==> config.mk <==
export PLATFORM = sky130hd
export DESIGN_NAME = spd_eeprom_slave
export DESIGN_NICKNAME = d
export VERILOG_FILES = /design/src/rtl/spd_pkg.sv /design/src/rtl/spd_sync.sv /design/src/rtl/spd_busy_timer.sv /design/src/rtl/spd_store.sv /design/src/rtl/spd_bus_ctrl.sv /design/src/rtl/spd_eeprom_slave.sv
export SDC_FILE = /design/constraint.sdc
export NUM_CORES = 2
export LEC_CHECK = 0
export ABC_CLOCK_PERIOD_IN_PS = 3000
export CAP_MARGIN = 5
export CORE_UTILIZATION = 45
export CTS_BUF_LIST = sky130_fd_sc_hd__clkbuf_16
export CTS_CLUSTER_DIAMETER = 40
export CTS_CLUSTER_SIZE = 30
export DETAILED_ROUTE_END_ITERATION = 10
export MAX_ROUTING_LAYER = met4
export PLACE_DENSITY_LB_ADDON = 0.08
export SYNTH_ARGS = -nofsm -noshare
export SYNTH_HDL_FRONTEND = slang
export SYNTH_SLANG_ARGS = --single-unit
export TNS_END_PERCENT = 20
==> constraint.sdc <==
create_clock -name clk_i -period 3 [get_ports clk_i]
set_clock_uncertainty 0.2 [all_clocks]
set_input_delay 0.3 -clock clk_i [delete_from_list [all_inputs] [get_ports clk_i]]
set_output_delay 0.3 -clock clk_i [all_outputs]
set_load 0.005 [all_outputs]
==> src/rtl/spd_pkg.sv <==
`timescale 1ns/1ps
package spd_pkg;
  localparam int BYTE_W = 8;
  localparam logic [3:0] DEV_TYPE = 4'b1010;

  typedef enum logic [2:0] {
    ST_IDLE, ST_ADDR, ST_ACK_ADDR, ST_WR_BYTE, ST_ACK_WR, ST_RD_BYTE, ST_RD_ACK
  } bus_state_t;

  // contents loaded at reset into the identification half
  function automatic logic [BYTE_W-1:0] factory_byte(input int unsigned idx);
    return BYTE_W'((idx * 37 + 11) & 255);
  endfunction
endpackage

==> src/rtl/spd_sync.sv <==
`timescale 1ns/1ps
module spd_sync #(
  parameter int STAGES = 2
) (
  input  logic clk_i,
  input  logic rst_ni,
  input  logic scl_i,
  input  logic sda_i,
  output logic sda_lvl_o,
  output logic scl_rise_o,
  output logic scl_fall_o,
  output logic start_o,
  output logic stop_o
);
  // bit 1 = SCL, bit 0 = SDA
  logic [1:0] stage_q [STAGES];
  logic [1:0] prev_q;
  logic [1:0] cur;

  for (genvar g = 0; g < STAGES; g++) begin : g_stage
    if (g == 0) begin : g_first
      always_ff @(posedge clk_i or negedge rst_ni) begin
        if (!rst_ni) stage_q[0] <= 2'b11;
        else         stage_q[0] <= {scl_i, sda_i};
      end
    end else begin : g_next
      always_ff @(posedge clk_i or negedge rst_ni) begin
        if (!rst_ni) stage_q[g] <= 2'b11;
        else         stage_q[g] <= stage_q[g-1];
      end
    end
  end

  assign cur = stage_q[STAGES-1];

  always_ff @(posedge clk_i or negedge rst_ni) begin
    if (!rst_ni) prev_q <= 2'b11;
    else         prev_q <= cur;
  end

  assign sda_lvl_o  = cur[0];
  assign scl_rise_o = cur[1] & ~prev_q[1];
  assign scl_fall_o = ~cur[1] & prev_q[1];
  assign start_o    = cur[1] & prev_q[1] & prev_q[0] & ~cur[0];
  assign stop_o     = cur[1] & prev_q[1] & ~prev_q[0] & cur[0];
endmodule

==> src/rtl/spd_busy_timer.sv <==
`timescale 1ns/1ps
module spd_busy_timer #(
  parameter int BUSY_CYCLES = 500000
) (
  input  logic clk_i,
  input  logic rst_ni,
  input  logic kick_i,
  output logic busy_o
);
  localparam int CW = $clog2(BUSY_CYCLES + 1);
  logic [CW-1:0] cnt_q;

  always_ff @(posedge clk_i or negedge rst_ni) begin
    if (!rst_ni)             cnt_q <= '0;
    else if (kick_i)         cnt_q <= CW'(BUSY_CYCLES);
    else if (cnt_q != '0)    cnt_q <= cnt_q - 1'b1;
  end

  assign busy_o = (cnt_q != '0);

  assert_kick_sets_busy_R7: assert property (@(posedge clk_i) disable iff (!rst_ni)
    kick_i |=> busy_o);
endmodule

==> src/rtl/spd_store.sv <==
`timescale 1ns/1ps
module spd_store
  import spd_pkg::*;
#(
  parameter int AW = 8
) (
  input  logic              clk_i,
  input  logic              rst_ni,
  input  logic              wr_en_i,
  input  logic [AW-1:0]     wr_addr_i,
  input  logic [BYTE_W-1:0] wr_data_i,
  input  logic [AW-1:0]     rd_addr_i,
  output logic [BYTE_W-1:0] rd_data_o
);
  localparam int DEPTH = 1 << AW;
  localparam int HALF  = DEPTH / 2;

  logic [BYTE_W-1:0] mem_q [DEPTH];

  always_ff @(posedge clk_i or negedge rst_ni) begin
    if (!rst_ni) begin
      for (int i = 0; i < DEPTH; i++)
        mem_q[i] <= (i < HALF) ? factory_byte(i) : '1;
    end else if (wr_en_i) begin
      mem_q[wr_addr_i] <= wr_data_i;
    end
  end

  assign rd_data_o = mem_q[rd_addr_i];
endmodule

==> src/rtl/spd_bus_ctrl.sv <==
`timescale 1ns/1ps
module spd_bus_ctrl
  import spd_pkg::*;
#(
  parameter int PTR_W = 8
) (
  input  logic              clk_i,
  input  logic              rst_ni,
  input  logic              sda_lvl_i,
  input  logic              scl_rise_i,
  input  logic              scl_fall_i,
  input  logic              start_i,
  input  logic              stop_i,
  input  logic [2:0]        strap_i,
  input  logic              busy_i,
  input  logic [BYTE_W-1:0] rd_data_i,
  output logic [PTR_W-1:0]  rd_addr_o,
  output logic              wr_en_o,
  output logic [PTR_W-1:0]  wr_addr_o,
  output logic [BYTE_W-1:0] wr_data_o,
  output logic              kick_o,
  output logic              sda_low_o
);
  bus_state_t        state_q;
  logic [3:0]        bit_q;
  logic [BYTE_W-1:0] shift_q;
  logic [BYTE_W-1:0] tx_q;
  logic [PTR_W-1:0]  ptr_q;
  logic              rw_q;
  logic              have_ptr_q;
  logic              stored_q;
  logic              mack_q;
  logic              sda_low_q;
  logic              wr_en_q;
  logic [PTR_W-1:0]  wr_addr_q;
  logic [BYTE_W-1:0] wr_data_q;
  logic              kick_q;
  logic              addr_hit;

  assign addr_hit = (shift_q[7:1] == {DEV_TYPE, strap_i});

  always_ff @(posedge clk_i or negedge rst_ni) begin
    if (!rst_ni) begin
      state_q    <= ST_IDLE;
      bit_q      <= '0;
      shift_q    <= '0;
      tx_q       <= '0;
      ptr_q      <= '0;
      rw_q       <= 1'b0;
      have_ptr_q <= 1'b0;
      stored_q   <= 1'b0;
      mack_q     <= 1'b0;
      sda_low_q  <= 1'b0;
      wr_en_q    <= 1'b0;
      wr_addr_q  <= '0;
      wr_data_q  <= '0;
      kick_q     <= 1'b0;
    end else begin
      wr_en_q <= 1'b0;
      kick_q  <= 1'b0;
      if (start_i) begin
        state_q    <= ST_ADDR;
        bit_q      <= '0;
        sda_low_q  <= 1'b0;
        have_ptr_q <= 1'b0;
      end else if (stop_i) begin
        state_q   <= ST_IDLE;
        sda_low_q <= 1'b0;
        if (stored_q) begin
          kick_q   <= 1'b1;
          stored_q <= 1'b0;
        end
      end else begin
        case (state_q)
          ST_ADDR: begin
            if (scl_rise_i) begin
              shift_q <= {shift_q[6:0], sda_lvl_i};
              bit_q   <= bit_q + 4'd1;
            end else if (scl_fall_i && bit_q == 4'd8) begin
              if (addr_hit && !busy_i) begin
                sda_low_q <= 1'b1;
                rw_q      <= shift_q[0];
                state_q   <= ST_ACK_ADDR;
              end else begin
                state_q <= ST_IDLE;
              end
            end
          end
          ST_ACK_ADDR: begin
            if (scl_rise_i) begin
              bit_q <= 4'd9;
            end else if (scl_fall_i && bit_q == 4'd9) begin
              bit_q <= '0;
              if (rw_q) begin
                tx_q      <= rd_data_i;
                ptr_q     <= ptr_q + 1'b1;
                sda_low_q <= ~rd_data_i[7];
                state_q   <= ST_RD_BYTE;
              end else begin
                sda_low_q <= 1'b0;
                state_q   <= ST_WR_BYTE;
              end
            end
          end
          ST_WR_BYTE: begin
            if (scl_rise_i) begin
              shift_q <= {shift_q[6:0], sda_lvl_i};
              bit_q   <= bit_q + 4'd1;
            end else if (scl_fall_i && bit_q == 4'd8) begin
              if (!have_ptr_q) begin
                ptr_q      <= PTR_W'(shift_q);
                have_ptr_q <= 1'b1;
                sda_low_q  <= 1'b1;
                state_q    <= ST_ACK_WR;
              end else if (!stored_q) begin
                wr_en_q   <= 1'b1;
                wr_addr_q <= ptr_q;
                wr_data_q <= shift_q;
                ptr_q     <= ptr_q + 1'b1;
                stored_q  <= 1'b1;
                sda_low_q <= 1'b1;
                state_q   <= ST_ACK_WR;
              end else begin
                state_q <= ST_IDLE;
              end
            end
          end
          ST_ACK_WR: begin
            if (scl_rise_i) begin
              bit_q <= 4'd9;
            end else if (scl_fall_i && bit_q == 4'd9) begin
              bit_q     <= '0;
              sda_low_q <= 1'b0;
              state_q   <= ST_WR_BYTE;
            end
          end
          ST_RD_BYTE: begin
            if (scl_rise_i) begin
              bit_q <= bit_q + 4'd1;
            end else if (scl_fall_i) begin
              if (bit_q == 4'd8) begin
                sda_low_q <= 1'b0;
                state_q   <= ST_RD_ACK;
              end else if (bit_q != 4'd0) begin
                sda_low_q <= ~tx_q[6];
                tx_q      <= {tx_q[6:0], 1'b0};
              end
            end
          end
          ST_RD_ACK: begin
            if (scl_rise_i) begin
              mack_q <= ~sda_lvl_i;
              bit_q  <= 4'd9;
            end else if (scl_fall_i && bit_q == 4'd9) begin
              bit_q <= '0;
              if (mack_q) begin
                tx_q      <= rd_data_i;
                ptr_q     <= ptr_q + 1'b1;
                sda_low_q <= ~rd_data_i[7];
                state_q   <= ST_RD_BYTE;
              end else begin
                state_q <= ST_IDLE;
              end
            end
          end
          default: ;
        endcase
      end
    end
  end

  assign rd_addr_o = ptr_q;
  assign wr_en_o   = wr_en_q;
  assign wr_addr_o = wr_addr_q;
  assign wr_data_o = wr_data_q;
  assign kick_o    = kick_q;
  assign sda_low_o = sda_low_q;

  assert_ack_only_when_ready_R7: assert property (@(posedge clk_i) disable iff (!rst_ni)
    (state_q == ST_ACK_ADDR) |-> !busy_i);

  assert_no_store_while_busy_R7: assert property (@(posedge clk_i) disable iff (!rst_ni)
    wr_en_o |-> !busy_i);

  assert_idle_releases_R1: assert property (@(posedge clk_i) disable iff (!rst_ni)
    (state_q == ST_IDLE) |-> !sda_low_o);

  assert_sda_moves_scl_low_R10: assert property (@(posedge clk_i) disable iff (!rst_ni)
    !$stable(sda_low_o) |-> $past(scl_fall_i || start_i || stop_i));
endmodule

==> src/rtl/spd_eeprom_slave.sv <==
`timescale 1ns/1ps
module spd_eeprom_slave
  import spd_pkg::*;
#(
  parameter int BUSY_CYCLES = 500000,
  parameter int SYNC_STAGES = 2,
  parameter int PTR_W       = 8
) (
  input  logic       clk_i,
  input  logic       rst_ni,
  input  logic       scl_i,
  input  logic       sda_i,
  input  logic [2:0] strap_i,
  output logic       sda_pull_low_o
);
  logic              sda_lvl, scl_rise, scl_fall, start_evt, stop_evt;
  logic              busy, kick, wr_en;
  logic [PTR_W-1:0]  rd_addr, wr_addr;
  logic [BYTE_W-1:0] rd_data, wr_data;

  spd_sync #(.STAGES(SYNC_STAGES)) u_sync (
    .clk_i      (clk_i),
    .rst_ni     (rst_ni),
    .scl_i      (scl_i),
    .sda_i      (sda_i),
    .sda_lvl_o  (sda_lvl),
    .scl_rise_o (scl_rise),
    .scl_fall_o (scl_fall),
    .start_o    (start_evt),
    .stop_o     (stop_evt)
  );

  spd_bus_ctrl #(.PTR_W(PTR_W)) u_ctrl (
    .clk_i      (clk_i),
    .rst_ni     (rst_ni),
    .sda_lvl_i  (sda_lvl),
    .scl_rise_i (scl_rise),
    .scl_fall_i (scl_fall),
    .start_i    (start_evt),
    .stop_i     (stop_evt),
    .strap_i    (strap_i),
    .busy_i     (busy),
    .rd_data_i  (rd_data),
    .rd_addr_o  (rd_addr),
    .wr_en_o    (wr_en),
    .wr_addr_o  (wr_addr),
    .wr_data_o  (wr_data),
    .kick_o     (kick),
    .sda_low_o  (sda_pull_low_o)
  );

  spd_store #(.AW(PTR_W)) u_store (
    .clk_i     (clk_i),
    .rst_ni    (rst_ni),
    .wr_en_i   (wr_en),
    .wr_addr_i (wr_addr),
    .wr_data_i (wr_data),
    .rd_addr_i (rd_addr),
    .rd_data_o (rd_data)
  );

  spd_busy_timer #(.BUSY_CYCLES(BUSY_CYCLES)) u_busy (
    .clk_i  (clk_i),
    .rst_ni (rst_ni),
    .kick_i (kick),
    .busy_o (busy)
  );
endmodule

# Word-level counts from Yosys, hierarchy flattened
# Cells that the tools add are included.
# W data, S select, Z words.
[word_totals]
ff_bits = 2126
latch_bits = 0
ram_bits = 0
romBits = 0
input_bits = 7
output_inout_bits = 1
word_cells = 473
mem_count = 0
[op_classes]
addsub = 3
mul = 0
div = 0
magnitude_cmp = 3
eq_ne = 44
shifts = 0
mux = 99
bitwise_logic = 19
n_reduce_logical = 31
[op_table]
columns = ["operator", "n"]
rows = [
  ["$bwmux W2048", 1],
  ["$mux W8", 13],
  ["$mux W7", 10],
  ["$bmux W8 S8", 1],
  ["$demux W8 S8", 1],
  ["$mux W3", 19],
  ["$mux W1", 41],
  ["$mux W19", 2],
  ["$ne A4 B3 Y1 const B", 9],
  ["$ne A4 B4 Y1 const B", 6],
  ["$pmux W8 S3", 1],
  ["$pmux W7 S3", 1],
  ["$mux W4", 5],
  ["$reduce_bool A19 Y1", 1],
  ["$sub A19 B1 Y19 const B", 1],
  ["$ge A9 B9 Y1 const B", 2],
  ["$ne A2 B1 Y1 const B", 9],
  ["$not A8 Y9", 2],
  ["$pmux W3 S6", 1],
  ["$reduce_and A17 Y1", 1],
  ["$reduce_and A4 Y1", 4],
  ["$reduce_and A14 Y1", 1],
  ["$reduce_and A13 Y1", 1],
  ["$ne A2 B2 Y1 const B", 6],
  ["other kinds (30)", 60],
]

# Logic depth before layout (Yosys ltp)
[depth]
word_depth = 11
ltp_mapped = 14
depth_no_buf = 9

# By module
# From an unflattened synthesis, not the netlist that was laid out.
[hier_totals]
hier_cells = 6433
area_unflattened_um2 = 99015.0
[modules_own_cells]
columns = ["module", "instances", "cells_each", "area_each_um2", "seq_area_each_um2"]
rows = [
  ["spd_store", 1, 6013, 94876.0, 53169.7],
  ["spd_bus_ctrl", 1, 291, 2836.5, 1326.3],
  ["spd_busy_timer", 1, 119, 1112.3, 475.5],
  ["spd_sync", 1, 10, 190.2, 157.7],
]

# Worst setup path after synthesis
# Ideal clock, no wire load.
[synth_path]
kind = "reg2reg"
from = "register u_ctrl.ptr_q[0] (netlist: u_ctrl.rd_addr_o[0])"
to = "register u_ctrl.tx_q[1]"
setup_time_ns = 0.118
arrival_ns = 2.436
required_time_ns = 2.682
setup_slack_ns = 0.246
path_stages_with_launch = 10
n_path_buf = 4
period_less_slack_ns = 2.754
cell_sequence = "dfrtp_1 -> buf_6 -> buf_6 -> buf_6 -> buf_2 -> mux4_2 -> mux4_2 -> a21oi_1 -> o21ai_1 -> a21o_1"
[synth_between]
elab_chain_cells = 8
elab_cells_between_ends = 11
cone_classes = "mux (10); bitwise (1)"
[synth_rtl]
columns = ["element", "line_no", "text"]
rows = [
  ["start, declared", "spd_bus_ctrl.sv:28", "logic [PTR_W-1:0] ptr_q;"],
  ["start signal, assigned", "spd_bus_ctrl.sv:96", "ptr_q <= ptr_q + 1'b1;"],
  ["start signal, assigned", "spd_bus_ctrl.sv:111", "ptr_q <= PTR_W'(shift_q);"],
  ["start signal, assigned", "spd_bus_ctrl.sv:119", "ptr_q <= ptr_q + 1'b1;"],
  ["$not A8 Y9 (not written as such) *", "spd_store.sv:29", "assign rd_data_o = mem_q[rd_addr_i];"],
  ["$bmux W8 S8 *", "spd_store.sv:29", ""],
  ["$mux W8 (not written as such) * (2 in a row)", "spd_store.sv:29", ""],
  ["$mux W7 (on tied branches)", "spd_bus_ctrl.sv:156, spd_bus_ctrl.sv:94", ""],
  ["$mux W7 (on tied branches)", "spd_bus_ctrl.sv:154, spd_bus_ctrl.sv:92", ""],
  ["$mux W7 (on tied branches)", "spd_bus_ctrl.sv:151, spd_bus_ctrl.sv:90", ""],
  ["$pmux W7 S3 *", "spd_bus_ctrl.sv:74", "case (state_q)"],
  ["end signal, assigned", "spd_bus_ctrl.sv:95", "tx_q <= rd_data_i;"],
  ["end signal, assigned", "spd_bus_ctrl.sv:146", "tx_q <= {tx_q[6:0], 1'b0};"],
  ["end signal, assigned", "spd_bus_ctrl.sv:157", "tx_q <= rd_data_i;"],
  ["end, declared", "spd_bus_ctrl.sv:27", "logic [BYTE_W-1:0] tx_q;"],
]
# Every way passes the cells marked *; elsewhere a longest branch is shown, timed or not. The select of a mux whose other input is x is not followed.
# A chain may end at the register's enable or synchronous reset.

# Worst setup path in the final report
[layout_path]
from = "register u_ctrl.ptr_q[0] (netlist: u_ctrl.rd_addr_o[0])"
to = "register u_ctrl.sda_low_q (netlist: u_ctrl.sda_low_o)"
[layout_between]
elab_chain_cells = 11
elab_cells_between_ends = 14
cone_classes = "mux (12); bitwise (2)"
[layout_rtl]
columns = ["element", "line_no", "text"]
rows = [
  ["$not A8 Y9 (not written as such) *", "spd_store.sv:29", ""],
  ["$bmux W8 S8 *", "spd_store.sv:29", ""],
  ["$mux W8 (not written as such) * (2 in a row)", "spd_store.sv:29", ""],
  ["$not A1 Y1 *", "spd_bus_ctrl.sv:97, spd_bus_ctrl.sv:159", ""],
  ["$mux W1 (on tied branches)", "spd_bus_ctrl.sv:156, spd_bus_ctrl.sv:94", ""],
  ["$mux W1 (on tied branches)", "spd_bus_ctrl.sv:154, spd_bus_ctrl.sv:92", ""],
  ["$mux W1 (on tied branches)", "spd_bus_ctrl.sv:151, spd_bus_ctrl.sv:90", ""],
  ["$pmux W1 S6 *", "spd_bus_ctrl.sv:74", ""],
  ["$mux W1 *", "spd_bus_ctrl.sv:66", "end else if (stop_i) begin"],
  ["$mux W1 *", "spd_bus_ctrl.sv:61", "if (start_i) begin"],
  ["end signal, assigned", "spd_bus_ctrl.sv:97", "sda_low_q <= ~rd_data_i[7];"],
  ["end signal, assigned", "spd_bus_ctrl.sv:145", "sda_low_q <= ~tx_q[6];"],
  ["end signal, assigned", "spd_bus_ctrl.sv:159", "sda_low_q <= ~rd_data_i[7];"],
  ["end, declared", "spd_bus_ctrl.sv:33", "logic sda_low_q;"],
]
# Marked as above.

==> impl_metrics.json <==
{
  "cpMaxStageDelayCell": "mux4_2",
  "synth_seq_cells": 2126,
  "syn-cell-area_sq_mm": 0.0993,
  "seq_area_sq_mm": 0.0552,
  "grt_max_degree": 128,
  "failed_checks": "setup timing",
  "vias_per_cell": 5.94,
  "cts_sinks": 2126,
  "clkPwrFrac_pct": 59.2,
  "setup_violations": 8,
  "first_pass_iters": 5,
  "fin_ws_ns": -0.312,
  "synthFlopType": "dfstp_2",
  "grt_pass1_wl_microns": 458000,
  "drtIter0Drc": 4478,
  "min_path_type": "reg2reg",
  "port_buffers": 7,
  "start_util_pct": 45.2,
  "maxCapViolCount": 0,
  "rows": 172,
  "syn_area_per_cell_sq_um": 15.2,
  "dp_hpwl_microns": 204000,
  "hold_violations": 0,
  "clk_pin_slew_ns": 0.05,
  "synth_warnings": 0,
  "power_leakage_uw": 0.0506,
  "drc": 0,
  "crit_top_cell": "mux4_2",
  "cp-startpoint": "u_ctrl.rd_addr_o[0]$_DFFE_PN0P_",
  "cts_root_buffer": "clkbuf_16",
  "p_switching_uw": 16100,
  "gr-usage-all-layers_pct": 28.7,
  "clock.fmax_mhz": 302,
  "htree_levels": 5,
  "totalWireLength_microns": 308000,
  "cellPowerDensity_mw_per_mm2": 597,
  "p_total_uw": 72800,
  "routedWlPerCell_microns": 29.7,
  "nNetsFinal": 7236,
  "period_share_pct": 110,
  "rr_worst_depth": 9,
  "peakVddDrop_mv": 0.585,
  "synth_cells": 6533,
  "insertion_delay_ns": 0.98,
  "area_delta_synth_final_pct": 22.9,
  "syn-num-nets": 6546,
  "ant_nets": 0,
  "criticalPathCategory": "reg2reg",
  "r2r_setup_slack_ns": -0.31,
  "period_needed_ns": 3.31,
  "design_area_sq_mm": 0.122,
  "dp.cells": 9672,
  "cp_cell_sequence": "buf_12 > buf_16 > mux4_2 > mux4_2 > nor3b_1 > nor4_1 > buf_4 > a41oi_2 > nor3_1",
  "cts_buffers": 371,
  "multi_input_comb_area_sq_mm": 0.0424,
  "maxSlewViolCount": 0,
  "fill_cells": 17638,
  "die_width_microns": 472,
  "drive_gt1_share_pct": 73.8,
  "end_kind": "register",
  "status": "finished, violations left",
  "slew-limit-headroom_pct": 7.98,
  "overflow": 0,
  "rsz0062_at_grt": "true",
  "combPwrFrac_pct": 1.2,
  "die_h_microns": 472,
  "hold_start": "u_sync.stage_q[3]$_DFF_PN1_",
  "antenna_found_initial": 15,
  "crit_path_max_incr_delay_ns": 0.55,
  "ios": 8,
  "min_path_cells": 0,
  "grt_pass1_vias": 64257,
  "core_area_sq_mm": 0.220,
  "cp_max_fo": 20,
  "final_cells": 10398,
  "worstHoldEndpoint": "u_sync.cur[1]$_DFF_PN1_",
  "gp_congestion": 0.895,
  "place_area_sq_mm": 0.108,
  "async_flop_share_pct": 100,
  "die-area_sq_mm": 0.223,
  "r2r-end": "u_ctrl.sda_low_o$_DFFE_PN0P_",
  "r2r-start": "u_ctrl.rd_addr_o[0]$_DFFE_PN0P_",
  "p_int_uw": 56700,
  "startpoint_type": "register",
  "clk_path_buf_depth": 4,
  "seq_power_share_pct": 39.7,
  "tightest_slew_ns": 1.37,
  "worstPathRequired_ns": 3.66,
  "swShare_pct": 22.2,
  "crit_family": "multiplexers",
  "pre_cts_ws_ns": -0.894,
  "cts_tree": "yes",
  "tns_ns": -2.20,
  "synth_edf_count": 0,
  "vias": 61815,
  "crit_arrival_ns": 3.97,
  "yosysUniqueCellTypes": 69,
  "crit_buf_inv": 3,
  "synth_seq_area_share_pct": 55.5
}
routing by layer:
layer / track usage [%] / vias up / share of wire [%]
li1: - / 25964 / -
met1: 40.2 / 33619 / 46
met2: 42.9 / 1699 / 46
met3: 4.69 / 533 / 5.4
met4: 8.95 / 0 / 3.2
met5: - / - / 0
worst reg2reg max path, stage by stage, from the launching register on:
cell	delay (ns)
dfrtp_4	0.48
buf_12	0.22
buf_16	0.23
mux4_2	0.53
mux4_2	0.55
nor3b_1	0.19
nor4_1	0.32
buf_4	0.19
a41oi_2	0.08
nor3_1	0.20
worst max-delay path by stage:
stage / endpoint / depth (start not counted)
3_5_place_dp: u_ctrl.tx_q[4]$_DFFE_PN0P_ / 14
2_1_floorplan: u_ctrl.tx_q[1]$_DFFE_PN0P_ / 9
5_1_grt: u_ctrl.sda_low_o$_DFFE_PN0P_ / 9
4_1_cts: u_ctrl.sda_low_o$_DFFE_PN0P_ / 9
6_report: u_ctrl.sda_low_o$_DFFE_PN0P_ / 9
3_3_place_gp: u_ctrl.sda_low_o$_DFFE_PN0P_ / 11
power groups by stage:
stage,registers [uW],logic (uW),clock network (uW)
6_report,28900,857,43100
5_1_grt,28900,988,45100
4_1_cts,28900,895,43800
3_5_place_dp,29300,883,0
3_3_place_gp,29300,868,0
2_1_floorplan,29300,83.7,0
Yosys cell counts (5+ instances only):
cell type | n | area share (%)
a2111oi_0 | 9 | 0.079
a211oi_1 | 15 | 0.11
a21oi_1 | 109 | 0.55
a221oi_1 | 9 | 0.079
a22o_1 | 5 | 0.044
a22oi_1 | 72 | 0.54
a31oi_1 | 21 | 0.13
and2_1 | 9 | 0.057
and3_1 | 11 | 0.069
buf_1 | 11 | 0.042
buf_2 | 34 | 0.17
buf_4 | 32 | 0.24
buf_6 | 40 | 0.45
clkbuf_1 | 356 | 1.3
dfrtp_1 | 585 | 15
dfstp_2 | 1541 | 41
ha_1 | 6 | 0.076
inv_1 | 12 | 0.045
mux2_2 | 2079 | 24
mux2i_1 | 291 | 2.9
mux4_2 | 405 | 9.2
nand2_1 | 210 | 0.79
nand2b_1 | 28 | 0.18
nand3_1 | 39 | 0.20
nand4_1 | 19 | 0.12
nor2_1 | 229 | 0.87
nor2b_1 | 17 | 0.11
nor3_1 | 42 | 0.21
nor3b_1 | 5 | 0.038
nor4_1 | 13 | 0.082
o211ai_1 | 5 | 0.038
o21ai_0 | 43 | 0.22
o221ai_1 | 71 | 0.63
o22ai_1 | 55 | 0.35
o31ai_1 | 13 | 0.098
or3_1 | 7 | 0.044
xnor2_1 | 12 | 0.11
xor2_1 | 6 | 0.053
sequential cells by signal, indices dropped and copies added, names as in the netlist, 2 cells and up:
| name | cells |
|---|---|
| u_busy.cnt_q | 19 |
| u_ctrl.bit_q | 4 |
| u_ctrl.rd_addr_o | 8 |
| u_ctrl.shift_q | 8 |
| u_ctrl.state_q | 3 |
| u_ctrl.tx_q | 7 |
| u_ctrl.wr_addr_o | 8 |
| u_ctrl.wr_data_o | 8 |
| u_store.mem_q | 2048 |
| u_sync.cur | 2 |
| u_sync.prev_q | 2 |
| u_sync.stage_q | 2 |
what timing repair did:
item / in CTS / in global routing
setup buffers: 16 / 20
hold endpoints to repair: 1202 / 0
cloned: 8 / 1
endpoints found under the setup margin: 26 / 40
resized for setup: 87 / 46
hold buffers: 5 / 0
pin swaps: 17 / 12
final cells by class:
cell class                      instances  area share (%)
Clock buffer                          381            7.81
Timing Repair Buffer                  794            6.61
Multi-Input combinational cell       3917            34.7
Tap cell                             2871            2.94
Inverter                               13          0.0451
Sequential cell                      2126            45.2
Antenna cell                            5          0.0103
Clock inverter                        291            2.61
kinds of logic (layout without fill, tap and decap cells):
| group | count (synthesis) | after routing | synth area share [%] |
|---|---|---|---|
| other | 0 | 5 | 0 |
| buffers and inverters | 490 | 1479 | 2.37 |
| AO/OA/AOI/OAI | 459 | 459 | 3.14 |
| adder cells (fa/ha/maj) | 6 | 6 | 0.0756 |
| XOR/XNOR | 18 | 18 | 0.159 |
| AND/OR/NAND/NOR | 659 | 659 | 3.02 |
| multiplexers | 2775 | 2775 | 35.7 |
| flip-flops | 2126 | 2126 | 55.5 |
layout by cell type, fill, tap and decap left out, drive strengths merged, types with 28 or more instances in the layout:
cell type,count
inv,109
bufinv,50
dfstp,1541
clkbuf,382
clkinv,99
a21oi,109
mux4,405
o221ai,71
nand3,39
clkinvlp,46
a22oi,72
mux2i,291
mux2,2079
dfrtp,585
o21ai,46
buf,778
o22ai,55
nor2,229
nand2b,28
nand2,210
nor3,44
through the flow:
step           hold WS [ns]  util [%]
6_report              0.155      55.6
5_1_grt               0.134      55.6
4_1_cts               0.111      55.4
3_5_place_dp         0.0477      49.2
3_3_place_gp         0.0474      49.2
2_1_floorplan        -0.196         -
(Power assumes the default switching activity.)
